## config.mk

```make
export PLATFORM = sky130hd
export DESIGN_NAME = dm_cache
export DESIGN_NICKNAME = d
export VERILOG_FILES = /design/src/rtl/dmc_pkg.sv /design/src/rtl/dmc_tag_store.sv /design/src/rtl/dmc_data_store.sv /design/src/rtl/dmc_ctrl.sv /design/src/rtl/dm_cache.sv
export SDC_FILE = /design/constraint.sdc
export NUM_CORES = 1
export LEC_CHECK = 0
export BUFFER_PORTS_ARGS = -buffer_cell sky130_fd_sc_hd__buf_2
export CAP_MARGIN = 20
export CORE_MARGIN = 5
export CORE_UTILIZATION = 40
export CTS_CLUSTER_SIZE = 12
export DETAILED_ROUTE_END_ITERATION = 12
export GPL_TIMING_DRIVEN = 1
export MAX_ROUTING_LAYER = met4
export PLACE_DENSITY = 0.66
export RECOVER_POWER = 50
export SKIP_CTS_REPAIR_TIMING = 1
export SLEW_MARGIN = 25
export SYNTH_ARGS = -nofsm -noshare
export SYNTH_HDL_FRONTEND = slang
export SYNTH_SLANG_ARGS = --single-unit
```

## constraint.sdc

```tcl
create_clock -name clk -period 3.75 [get_ports clk]
set_input_delay 0.75 -clock clk [delete_from_list [all_inputs] [get_ports clk]]
set_output_delay 0.75 -clock clk [all_outputs]
set_load 0.01 [all_outputs]
```

## src/rtl/dmc_pkg.sv

```systemverilog
package dmc_pkg;
  typedef enum logic [2:0] {
    ST_IDLE,
    ST_LOOKUP,
    ST_EVICT,
    ST_FILL,
    ST_WTHRU
  } dmc_state_e;
endpackage

```

## src/rtl/dmc_tag_store.sv

```systemverilog
module dmc_tag_store #(
  parameter int  LINES      = 4,
  parameter int  TAG_W      = 10,
  parameter bit  WRITE_BACK = 1'b1,
  localparam int IDX_W      = $clog2(LINES)
) (
  input  logic             clk,
  input  logic             rst,
  input  logic [IDX_W-1:0] line_idx,
  input  logic [TAG_W-1:0] line_tag,
  input  logic             fill_done,
  input  logic             dirty_set,
  output logic             hit,
  output logic             vic_valid,
  output logic             vic_dirty,
  output logic [TAG_W-1:0] vic_tag
);
  logic [LINES-1:0] valid_w;
  logic [LINES-1:0] dirty_w;
  logic [TAG_W-1:0] tag_w [LINES];

  for (genvar g = 0; g < LINES; g++) begin : g_line
    logic             v_q;
    logic [TAG_W-1:0] t_q;
    wire              sel = (line_idx == IDX_W'(g));

    always_ff @(posedge clk) begin
      if (rst) v_q <= 1'b0;
      else if (sel && fill_done) v_q <= 1'b1;
    end

    always_ff @(posedge clk) begin
      if (sel && fill_done) t_q <= line_tag;
    end

    if (WRITE_BACK) begin : g_dirty
      logic d_q;
      always_ff @(posedge clk) begin
        if (rst) d_q <= 1'b0;
        else if (sel && fill_done) d_q <= 1'b0;
        else if (sel && dirty_set) d_q <= 1'b1;
      end
      assign dirty_w[g] = d_q;
    end else begin : g_clean
      assign dirty_w[g] = 1'b0;
    end

    assign valid_w[g] = v_q;
    assign tag_w[g]   = t_q;
  end

  assign vic_valid = valid_w[line_idx];
  assign vic_dirty = dirty_w[line_idx];
  assign vic_tag   = tag_w[line_idx];
  assign hit       = vic_valid && (vic_tag == line_tag);
endmodule

```

## src/rtl/dmc_data_store.sv

```systemverilog
module dmc_data_store #(
  parameter int  LINES  = 4,
  parameter int  WPL    = 4,
  parameter int  WORD_W = 32,
  localparam int IDX_W  = $clog2(LINES),
  localparam int WOFF_W = $clog2(WPL),
  localparam int DEPTH  = LINES * WPL
) (
  input  logic              clk,
  input  logic [IDX_W-1:0]  line_idx,
  input  logic              wr_en,
  input  logic [WOFF_W-1:0] wr_word,
  input  logic [WORD_W-1:0] wr_data,
  input  logic [WOFF_W-1:0] rd_word,
  output logic [WORD_W-1:0] rd_data
);
  logic [WORD_W-1:0] store_q [DEPTH];

  always_ff @(posedge clk) begin
    if (wr_en) store_q[{line_idx, wr_word}] <= wr_data;
  end

  assign rd_data = store_q[{line_idx, rd_word}];
endmodule

```

## src/rtl/dmc_ctrl.sv

```systemverilog
module dmc_ctrl
  import dmc_pkg::*;
#(
  parameter int ADDR_W      = 16,
  parameter int WORD_W      = 32,
  parameter int IDX_W       = 2,
  parameter int WOFF_W      = 2,
  parameter int BOFF_W      = 2,
  parameter int TAG_W       = 10,
  parameter bit WRITE_BACK  = 1'b1,
  parameter bit WRITE_ALLOC = 1'b1
) (
  input  logic                     clk,
  input  logic                     rst,
  input  logic                     cpu_req,
  input  logic                     cpu_we,
  input  logic [ADDR_W-1:BOFF_W]   cpu_waddr,
  input  logic [WORD_W-1:0]        cpu_wdata,
  output logic                     cpu_ready,
  output logic [WORD_W-1:0]        cpu_rdata,
  output logic                     cpu_stall,
  input  logic                     hit,
  input  logic                     vic_valid,
  input  logic                     vic_dirty,
  input  logic [TAG_W-1:0]         vic_tag,
  output logic [IDX_W-1:0]         line_idx,
  output logic [TAG_W-1:0]         line_tag,
  output logic                     fill_done,
  output logic                     dirty_set,
  output logic                     ds_we,
  output logic [WOFF_W-1:0]        ds_wword,
  output logic [WORD_W-1:0]        ds_wdata,
  output logic [WOFF_W-1:0]        ds_rword,
  input  logic [WORD_W-1:0]        ds_rdata,
  output logic                     mem_req,
  output logic                     mem_we,
  output logic [ADDR_W-1:0]        mem_addr,
  output logic [WORD_W-1:0]        mem_wdata,
  input  logic                     mem_ack,
  input  logic [WORD_W-1:0]        mem_rdata
);
  dmc_state_e              state_q;
  logic [ADDR_W-1:BOFF_W]  addr_q;
  logic                    we_q;
  logic [WORD_W-1:0]       wdata_q;
  logic [WOFF_W-1:0]       beat_q;
  logic [WOFF_W-1:0]       word_sel;
  logic                    last_beat;
  logic                    wr_hit;

  assign line_tag  = addr_q[ADDR_W-1 -: TAG_W];
  assign line_idx  = addr_q[BOFF_W+WOFF_W +: IDX_W];
  assign word_sel  = addr_q[BOFF_W +: WOFF_W];
  assign last_beat = (beat_q == {WOFF_W{1'b1}});
  assign wr_hit    = (state_q == ST_LOOKUP) && hit && we_q;
  assign cpu_stall = (state_q != ST_IDLE);

  assign fill_done = (state_q == ST_FILL) && mem_ack && last_beat;
  assign ds_we     = wr_hit || ((state_q == ST_FILL) && mem_ack);
  assign ds_wword  = (state_q == ST_FILL) ? beat_q : word_sel;
  assign ds_wdata  = (state_q == ST_FILL) ? mem_rdata : wdata_q;
  assign ds_rword  = (state_q == ST_EVICT) ? beat_q : word_sel;

  if (WRITE_BACK) begin : g_wb
    assign dirty_set = wr_hit;
  end else begin : g_wt
    assign dirty_set = 1'b0;
  end

  always_comb begin
    mem_req   = 1'b0;
    mem_we    = 1'b0;
    mem_addr  = '0;
    mem_wdata = wdata_q;
    unique case (state_q)
      ST_EVICT: begin
        mem_req   = 1'b1;
        mem_we    = 1'b1;
        mem_addr  = {vic_tag, line_idx, beat_q, {BOFF_W{1'b0}}};
        mem_wdata = ds_rdata;
      end
      ST_FILL: begin
        mem_req  = 1'b1;
        mem_addr = {line_tag, line_idx, beat_q, {BOFF_W{1'b0}}};
      end
      ST_WTHRU: begin
        mem_req  = 1'b1;
        mem_we   = 1'b1;
        mem_addr = {addr_q, {BOFF_W{1'b0}}};
      end
      default: ;
    endcase
  end

  always_ff @(posedge clk) begin
    if (rst) begin
      state_q   <= ST_IDLE;
      cpu_ready <= 1'b0;
      cpu_rdata <= '0;
      beat_q    <= '0;
      addr_q    <= '0;
      we_q      <= 1'b0;
      wdata_q   <= '0;
    end else begin
      cpu_ready <= 1'b0;
      unique case (state_q)
        ST_IDLE: begin
          if (cpu_req) begin
            addr_q  <= cpu_waddr;
            we_q    <= cpu_we;
            wdata_q <= cpu_wdata;
            state_q <= ST_LOOKUP;
          end
        end
        ST_LOOKUP: begin
          beat_q <= '0;
          if (hit) begin
            if (!we_q) begin
              cpu_rdata <= ds_rdata;
              cpu_ready <= 1'b1;
              state_q   <= ST_IDLE;
            end else if (WRITE_BACK) begin
              cpu_ready <= 1'b1;
              state_q   <= ST_IDLE;
            end else begin
              state_q <= ST_WTHRU;
            end
          end else if (we_q && !WRITE_ALLOC) begin
            state_q <= ST_WTHRU;
          end else if (WRITE_BACK && vic_valid && vic_dirty) begin
            state_q <= ST_EVICT;
          end else begin
            state_q <= ST_FILL;
          end
        end
        ST_EVICT: begin
          if (mem_ack) begin
            beat_q <= beat_q + 1'b1;
            if (last_beat) state_q <= ST_FILL;
          end
        end
        ST_FILL: begin
          if (mem_ack) begin
            beat_q <= beat_q + 1'b1;
            if (last_beat) state_q <= ST_LOOKUP;
          end
        end
        ST_WTHRU: begin
          if (mem_ack) begin
            cpu_ready <= 1'b1;
            state_q   <= ST_IDLE;
          end
        end
        default: state_q <= ST_IDLE;
      endcase
    end
  end
endmodule

```

## src/rtl/dm_cache.sv

```systemverilog
module dm_cache #(
  parameter int  ADDR_W      = 16,
  parameter int  WORD_W      = 32,
  parameter int  LINES       = 4,
  parameter int  WPL         = 4,
  parameter bit  WRITE_BACK  = 1'b1,
  parameter bit  WRITE_ALLOC = 1'b1,
  localparam int BOFF_W      = $clog2(WORD_W / 8),
  localparam int WOFF_W      = $clog2(WPL),
  localparam int IDX_W       = $clog2(LINES),
  localparam int TAG_W       = ADDR_W - IDX_W - WOFF_W - BOFF_W
) (
  input  logic              clk,
  input  logic              rst,
  input  logic              cpu_req,
  input  logic              cpu_we,
  input  logic [ADDR_W-1:0] cpu_addr,
  input  logic [WORD_W-1:0] cpu_wdata,
  output logic              cpu_ready,
  output logic [WORD_W-1:0] cpu_rdata,
  output logic              cpu_stall,
  output logic              mem_req,
  output logic              mem_we,
  output logic [ADDR_W-1:0] mem_addr,
  output logic [WORD_W-1:0] mem_wdata,
  input  logic              mem_ack,
  input  logic [WORD_W-1:0] mem_rdata
);
  logic              hit, vic_valid, vic_dirty, fill_done, dirty_set;
  logic [TAG_W-1:0]  vic_tag, line_tag;
  logic [IDX_W-1:0]  line_idx;
  logic              ds_we;
  logic [WOFF_W-1:0] ds_wword, ds_rword;
  logic [WORD_W-1:0] ds_wdata, ds_rdata;
  logic              byte_bits_unused;

  assign byte_bits_unused = ^cpu_addr[BOFF_W-1:0];

  dmc_ctrl #(
    .ADDR_W(ADDR_W), .WORD_W(WORD_W), .IDX_W(IDX_W), .WOFF_W(WOFF_W),
    .BOFF_W(BOFF_W), .TAG_W(TAG_W), .WRITE_BACK(WRITE_BACK),
    .WRITE_ALLOC(WRITE_ALLOC)
  ) u_ctrl (
    .clk(clk), .rst(rst),
    .cpu_req(cpu_req), .cpu_we(cpu_we),
    .cpu_waddr(cpu_addr[ADDR_W-1:BOFF_W]), .cpu_wdata(cpu_wdata),
    .cpu_ready(cpu_ready), .cpu_rdata(cpu_rdata), .cpu_stall(cpu_stall),
    .hit(hit), .vic_valid(vic_valid), .vic_dirty(vic_dirty), .vic_tag(vic_tag),
    .line_idx(line_idx), .line_tag(line_tag),
    .fill_done(fill_done), .dirty_set(dirty_set),
    .ds_we(ds_we), .ds_wword(ds_wword), .ds_wdata(ds_wdata),
    .ds_rword(ds_rword), .ds_rdata(ds_rdata),
    .mem_req(mem_req), .mem_we(mem_we), .mem_addr(mem_addr),
    .mem_wdata(mem_wdata), .mem_ack(mem_ack), .mem_rdata(mem_rdata)
  );

  dmc_tag_store #(
    .LINES(LINES), .TAG_W(TAG_W), .WRITE_BACK(WRITE_BACK)
  ) u_tags (
    .clk(clk), .rst(rst),
    .line_idx(line_idx), .line_tag(line_tag),
    .fill_done(fill_done), .dirty_set(dirty_set),
    .hit(hit), .vic_valid(vic_valid), .vic_dirty(vic_dirty), .vic_tag(vic_tag)
  );

  dmc_data_store #(
    .LINES(LINES), .WPL(WPL), .WORD_W(WORD_W)
  ) u_data (
    .clk(clk), .line_idx(line_idx),
    .wr_en(ds_we), .wr_word(ds_wword), .wr_data(ds_wdata),
    .rd_word(ds_rword), .rd_data(ds_rdata)
  );
endmodule

```

==> results of run 1 <==
==> report_power, final <==
part | leakage (nW) | total (mW) | switching (mW) | internal (mW)
registers | 5.89 | 7.99 | 0.0558 | 7.93
logic | 5.26 | 1.70 | 1.03 | 0.666
clock network | 1.04 | 6.47 | 2.66 | 3.80
total | 12.2 | 16.2 | 3.75 | 12.4
==> cell usage after synthesis, types with 6 or more instances <==
master,n
o21ai_1,33
buf_1,12
mux2_2,31
nor2_2,10
nor3_1,7
edfxtp_1,552
and2_1,6
buf_2,35
nor4_1,32
o22ai_1,128
nor2_1,33
a21oi_1,51
o41ai_1,32
dfxtp_1,92
xnor2_1,9
clkbuf_1,55
mux4_2,11
nand2_1,191
mux2i_1,301
==> logic make-up (layout without fill, tap and decap cells) <==
logic type / after synthesis / count (layout) / share of synthesized area [%]
AO/OA/AOI/OAI: 257 / 257 / 6.32
XOR/XNOR: 11 / 11 / 0.377
adder cells (fa/ha/maj): 1 / 1 / 0.0489
buffers and inverters: 111 / 426 / 1.89
flip-flops: 644 / 644 / 72.0
multiplexers: 345 / 345 / 14.2
other: 1 / 3 / 0.0147
AND/OR/NAND/NOR: 299 / 299 / 5.15
==> worst min-delay path by stage <==
stage / end
after global placement: u_ctrl.cpu_rdata[4]
final: u_ctrl.addr_q[9]
after CTS: u_ctrl.addr_q[9]
after global routing: u_ctrl.wdata_q[24]
after floorplan: u_tags.g_line[1].v_q
after detailed placement: u_ctrl.cpu_rdata[13]
==> worst reg2reg max path: stages, from the launching register on <==
cell and delay [ns]:
dfxtp_2 0.33, buf_4 0.10, clkbuf_1 0.84, and2_2 0.81
a32oi_4 0.33, buf_4 0.34, nor2_4 0.18, buf_12 0.25
==> cell type report <==
| class | instances | area share [%] |
|---|---|---|
| Clock inverter | 23 | 0.651 |
| Tap cell | 846 | 3.38 |
| Clock buffer | 101 | 6.19 |
| Sequential cell | 644 | 58.8 |
| Antenna cell | 1 | 0.00799 |
| Multi-Input combinational cell | 915 | 22.7 |
| Inverter | 5 | 0.0599 |
| Timing Repair Buffer | 297 | 8.24 |
==> per-layer routing <==
layer	up-vias	part of all wire, %
li1	7010	-
met1	7875	42
met2	524	50
met3	104	6.3
met4	0	2.1
met5	-	0
==> state kept, by name, summed over array words and instances, names as in the netlist <==
register,count
u_tags.g_line.g_dirty.d_q,4
u_data.store_q,512
u_ctrl.cpu_ready,1
u_ctrl.beat_q,2
u_ctrl.state_q,2
u_ctrl.wdata_q,32
u_ctrl.cpu_rdata,32
u_ctrl.we_q,1
u_tags.g_line.t_q,40
u_tags.g_line.v_q,4
u_ctrl.addr_q,14
==> flow_summary.toml, run 1 <==
[finish]
fill_cells = 5223
final_cell_mix = "edfxtp_1, mux2i_1, nand2_1"
area_growth_pct = 22.5
layout.cells.most_common = "edfxtp_1"
design_area_mm2 = 0.0313
final_core_util_pct = 49.6
multiInputGateArea_mm2 = 0.00711
fin_nets = 2018
finalNonFillerCells = 2832
drive_above_1_share_pct = 25.2
seq_area_mm2 = 0.0184

[clock_tree]
cts_made_buffers = 69
clk_pin_slew_worst_paths_ns = 0.06
cts_max_path_buffers = 3
cts-root-buf = "clkbuf_16"
cts_tree = "done"
insertion_delay_ns = 0.61
cts_htree_levels = 3
cts_sinks = 644

[synth]
avgSynthCellArea_um2 = 15.3
ys.flop_type = "edfxtp_1"
yosysTopAreaCellShare_pct = 64.8
yosys-top-cells-area = "edfxtp_1, mux2i_1, dfxtp_1, o22ai_1, nand2_1"
ys_seq_area_share_pct = 72.0
synth_area_mm2 = 0.0256
synthArstFlopShare_pct = 0
yosysWarnings = 0
yosysTopAreaCell = "edfxtp_1"
synth_edf_count = 552
yosysUniqueCellTypes = 41
postSynthCellCount = 1669
synth_seq_cells = 644

[timing]
clock.fmax_ghz = 0.262
slew_headroom_pct = 23.3
tns_ns = -0.143
finalMaxSlewViolations = 0
final-hold-violation-count = 0
timing.final.ws_setup_ns = -0.0692
hold_ws_ns = 0.376
period_share_pct = 102
setup_violations = 4
clock_skew_ns = 0.0299
post-route-min-period_ns = 3.82
tightest_slew_ns = 1.15
rsz0062_at_grt = "true"

[critical_path]
worstSetupEndpointType = "primary output"
cp.depth = 12
cp_top_family = "buffers and inverters"
critical_path.startpoint = "u_ctrl.state_q[0]"
worstPathMaxFanout = 8
cp_slowest_cell = "dfxtp_2"
worst_setup_path_start_kind = "flop"
cp.arrival_ns = 3.07
critPathRequiredTime_ns = 3.00
crit_end = "mem_wdata[5]"
r2r-start = "u_ctrl.state_q[0]"
cpPeakStageDelay_ns = 0.33
ff2ff_setup_slack_ns = 0.22
worst-setup-path-type = "reg2out"
reg2regPathDepth = 7
crit_buf_inv = 6
worstPathCellList = "nand2b_4, mux2i_4, buf_6, buf_12, buf_16, buf_6, buf_12, mux2i_2, o22ai_2, nor4_1, o21ai_1, buf_2"
r2r-end = "u_data.store_q[8][4]"

[floorplan]
start_util_pct = 40.5
ioPinCount = 169
row_count = 92
die_height_um = 263
fp.coreArea_mm2 = 0.0632
dieWidth_um = 263
dieArea_mm2 = 0.0691

[min_path]
worst_hold_path_type = "in2reg"
min_delay_path_depth = 3
hp-start = "cpu_addr[9]"

[drt]
vias = 15500
post-route-drc-count = 0
via_per_inst = 5.48
routed_wl_um = 68700
antenna_left = 0
dr.pass1.iters = 6
drt_iter0_markers = 1402
wire_per_inst_um = 24.2

[global_routing]
grt_pass1_vias = 15500
overflow = 0
grt_pass1_wl_um = 96900
grt_use_total_pct = 18.9
met2_usage_pct = 31.5
grt_max_degree = 59
busiest_layer = "met2"
antenna_found_initial = 1
grtUsageMet3_pct = 2.65
grtUsageMet1_pct = 24.6

[pwr]
p_total_mw = 16.2
vdd_drop_max_mv = 0.261
p_per_area_mw_per_mm2 = 516
leakagePower_nw = 12.2

[outcome]
violations = "setup timing"
status = "finished, violations left"

[placement]
port-buffer-count = 164
dp_cells = 2648
dpl_cell_area_mm2 = 0.0281
gp_congestion = 0.773
dp_hpwl_um = 37600
dp_slack_ns = 0.332

[flow_run]
drv_cap = 0
Note: power is estimated with default switching activity, not from simulation.
==> inputs of run 2 (changes only) <==
RECOVER_POWER = default   (was 50)
==> run 2 against run 1 <==
Compared with the run above:
- the run still ends with setup timing left
- hold slack lost 0.0017 ns
- final area about the same
- setup slack better by 0.0094 ns
- count of clock-buffer cells in the layout is the same
- register-to-register slack improved by 0.14 ns
- sequential power is essentially flat
- sequential share of layout area about the same
- critical path depth unchanged
- routed wire length is 0.14% lower
- global-route usage stayed put
==> flow_summary.toml, run 2 (synthesis gave the netlist of run 1 again) <==
[floorplan]
dieArea_mm2 = 0.0691
die_height_um = 263
start_util_pct = 40.5
dieWidth_um = 263
ioPinCount = 169
fp.coreArea_mm2 = 0.0632
row_count = 92

[finish]
layout.cells.most_common = "edfxtp_1"
largest_reg_flops = 512
top_register = "u_data.store_q"
area_growth_pct = 22.5
final_cell_mix = "edfxtp_1, mux2i_1, nand2_1"
drive_above_1_share_pct = 25.3
finalNonFillerCells = 2831
antennaDiodeCount = 0
fin_nets = 2018
fill_cells = 5223
reg.largest.list = "u_data.store_q: 512 flops, u_tags.g_line.t_q: 40 flops"

[critical_path]
cp.arrival_ns = 3.06
worstPathCellList = "nand2b_4, mux2i_4, buf_6, buf_12, buf_16, buf_6, buf_12, mux2i_2, o22ai_2, nor4_1, o21ai_1, buf_2"
cpPeakStageDelay_ns = 0.33
r2r-end = "u_data.store_q[8][4]"
crit_end = "mem_wdata[5]"
r2r-start = "u_ctrl.addr_q[4]"
crit_buf_inv = 6
cp.depth = 12
worstSetupEndpointType = "primary output"
worstPathMaxFanout = 8
reg2regPathDepth = 9
cp_top_family = "buffers and inverters"
critPathRequiredTime_ns = 3.00
ff2ff_setup_slack_ns = 0.36
cp_slowest_cell = "dfxtp_2"
worst-setup-path-type = "reg2out"
critical_path.startpoint = "u_ctrl.state_q[0]"
worst_setup_path_start_kind = "flop"

[global_routing]
grt_max_degree = 59
overflow = 0
grt_pass1_vias = 15500
grt_use_total_pct = 18.9
antenna_found_initial = 1
grt_pass1_wl_um = 96900

[drt]
antenna_left = 0
via_per_inst = 5.49
post-route-drc-count = 0
routed_wl_um = 68600
dr.pass1.iters = 7
vias = 15500
wire_per_inst_um = 24.2
drt_iter0_markers = 1442

[timing]
clock.fmax_ghz = 0.262
timing.final.ws_setup_ns = -0.0598
period_share_pct = 102
tightest_slew_ns = 0.860
setup_violations = 4
final-hold-violation-count = 0
slew_headroom_pct = 42.7
finalMaxSlewViolations = 0
post-route-min-period_ns = 3.81
clock_skew_ns = 0.0300
rsz0062_at_grt = "true"

[clock_tree]
clk_pin_slew_worst_paths_ns = 0.06
cts_made_buffers = 69
cts_tree = "done"
cts_sinks = 644
cts_max_path_buffers = 3
cts-root-buf = "clkbuf_16"
insertion_delay_ns = 0.61
cts_htree_levels = 3

[outcome]
status = "finished, violations left"
violations = "setup timing"

[placement]
gp_congestion = 0.773
port-buffer-count = 164
dp_slack_ns = 0.332
dp_hpwl_um = 37600
dp_cells = 2648

[pwr]
p_total_mw = 16.2
vdd_drop_max_mv = 0.260
leakagePower_nw = 12.2
p_per_area_mw_per_mm2 = 516

[min_path]
worst_hold_path_type = "in2reg"

[flow_run]
drv_cap = 0
run 2: worst reg2reg max path, delay by kind of cell (launching register included):
| family | cells | cell delay (ns) |
|---|---|---|
| compound gates | 1 | 0.35 |
| xor+xnor | 1 | 0.15 |
| buf+inv | 3 | 0.82 |
| flops | 1 | 0.37 |
| mux | 1 | 0.55 |
| simple gates | 3 | 0.78 |
run 2: worst min path at each step:
stage               slack [ns]                    to  depth (start not counted)            startpoint
floorplan                 0.43  u_tags.g_line[1].v_q                          2  u_tags.g_line[1].v_q
CTS                       0.34      u_ctrl.addr_q[9]                          3           cpu_addr[9]
global placement          0.44   u_ctrl.cpu_rdata[4]                          2   u_ctrl.cpu_rdata[4]
detailed placement        0.45  u_ctrl.cpu_rdata[13]                          2  u_ctrl.cpu_rdata[13]
global route              0.38    u_ctrl.wdata_q[24]                          3         cpu_wdata[24]
finish                    0.37      u_ctrl.addr_q[9]                          3           cpu_addr[9]
run 2: area by class of cell:
class	count	area (um^2)	share of cell area [%]
Timing Repair Buffer	297	2590	8.25
Inverter	5	18.8	0.0599
Clock inverter	23	204	0.651
Tap cell	846	1060	3.38
Clock buffer	101	1940	6.19
Multi-Input combinational cell	915	7110	22.7
Sequential cell	644	18400	58.8
run 2: through the flow:
stage / hold slack, ns / util, % / instance area [um^2] / setup TNS (ns)
after floorplan: 0.435 / - / 25600 / -13.90
after global placement: 0.444 / 44.4 / 28100 / 0
after detailed placement: 0.447 / 44.4 / 28100 / 0
after CTS: 0.343 / 47.8 / 30200 / -4.23
after global routing: 0.377 / 49.6 / 31300 / -1.29
final: 0.374 / 49.6 / 31300 / -0.0900
run 2: layer usage:
layer	GRT usage (%)	routed length, um
met1	24.6	28400
met2	31.5	34200
met3	2.65	4630
met4	5.19	1340
met5	-	0
run 2: where the power goes:
part	internal (mW)	switching, mW
combinational	0.667	1.03
clock	3.80	2.66
sequential	7.93	0.0553
total	12.4	3.75
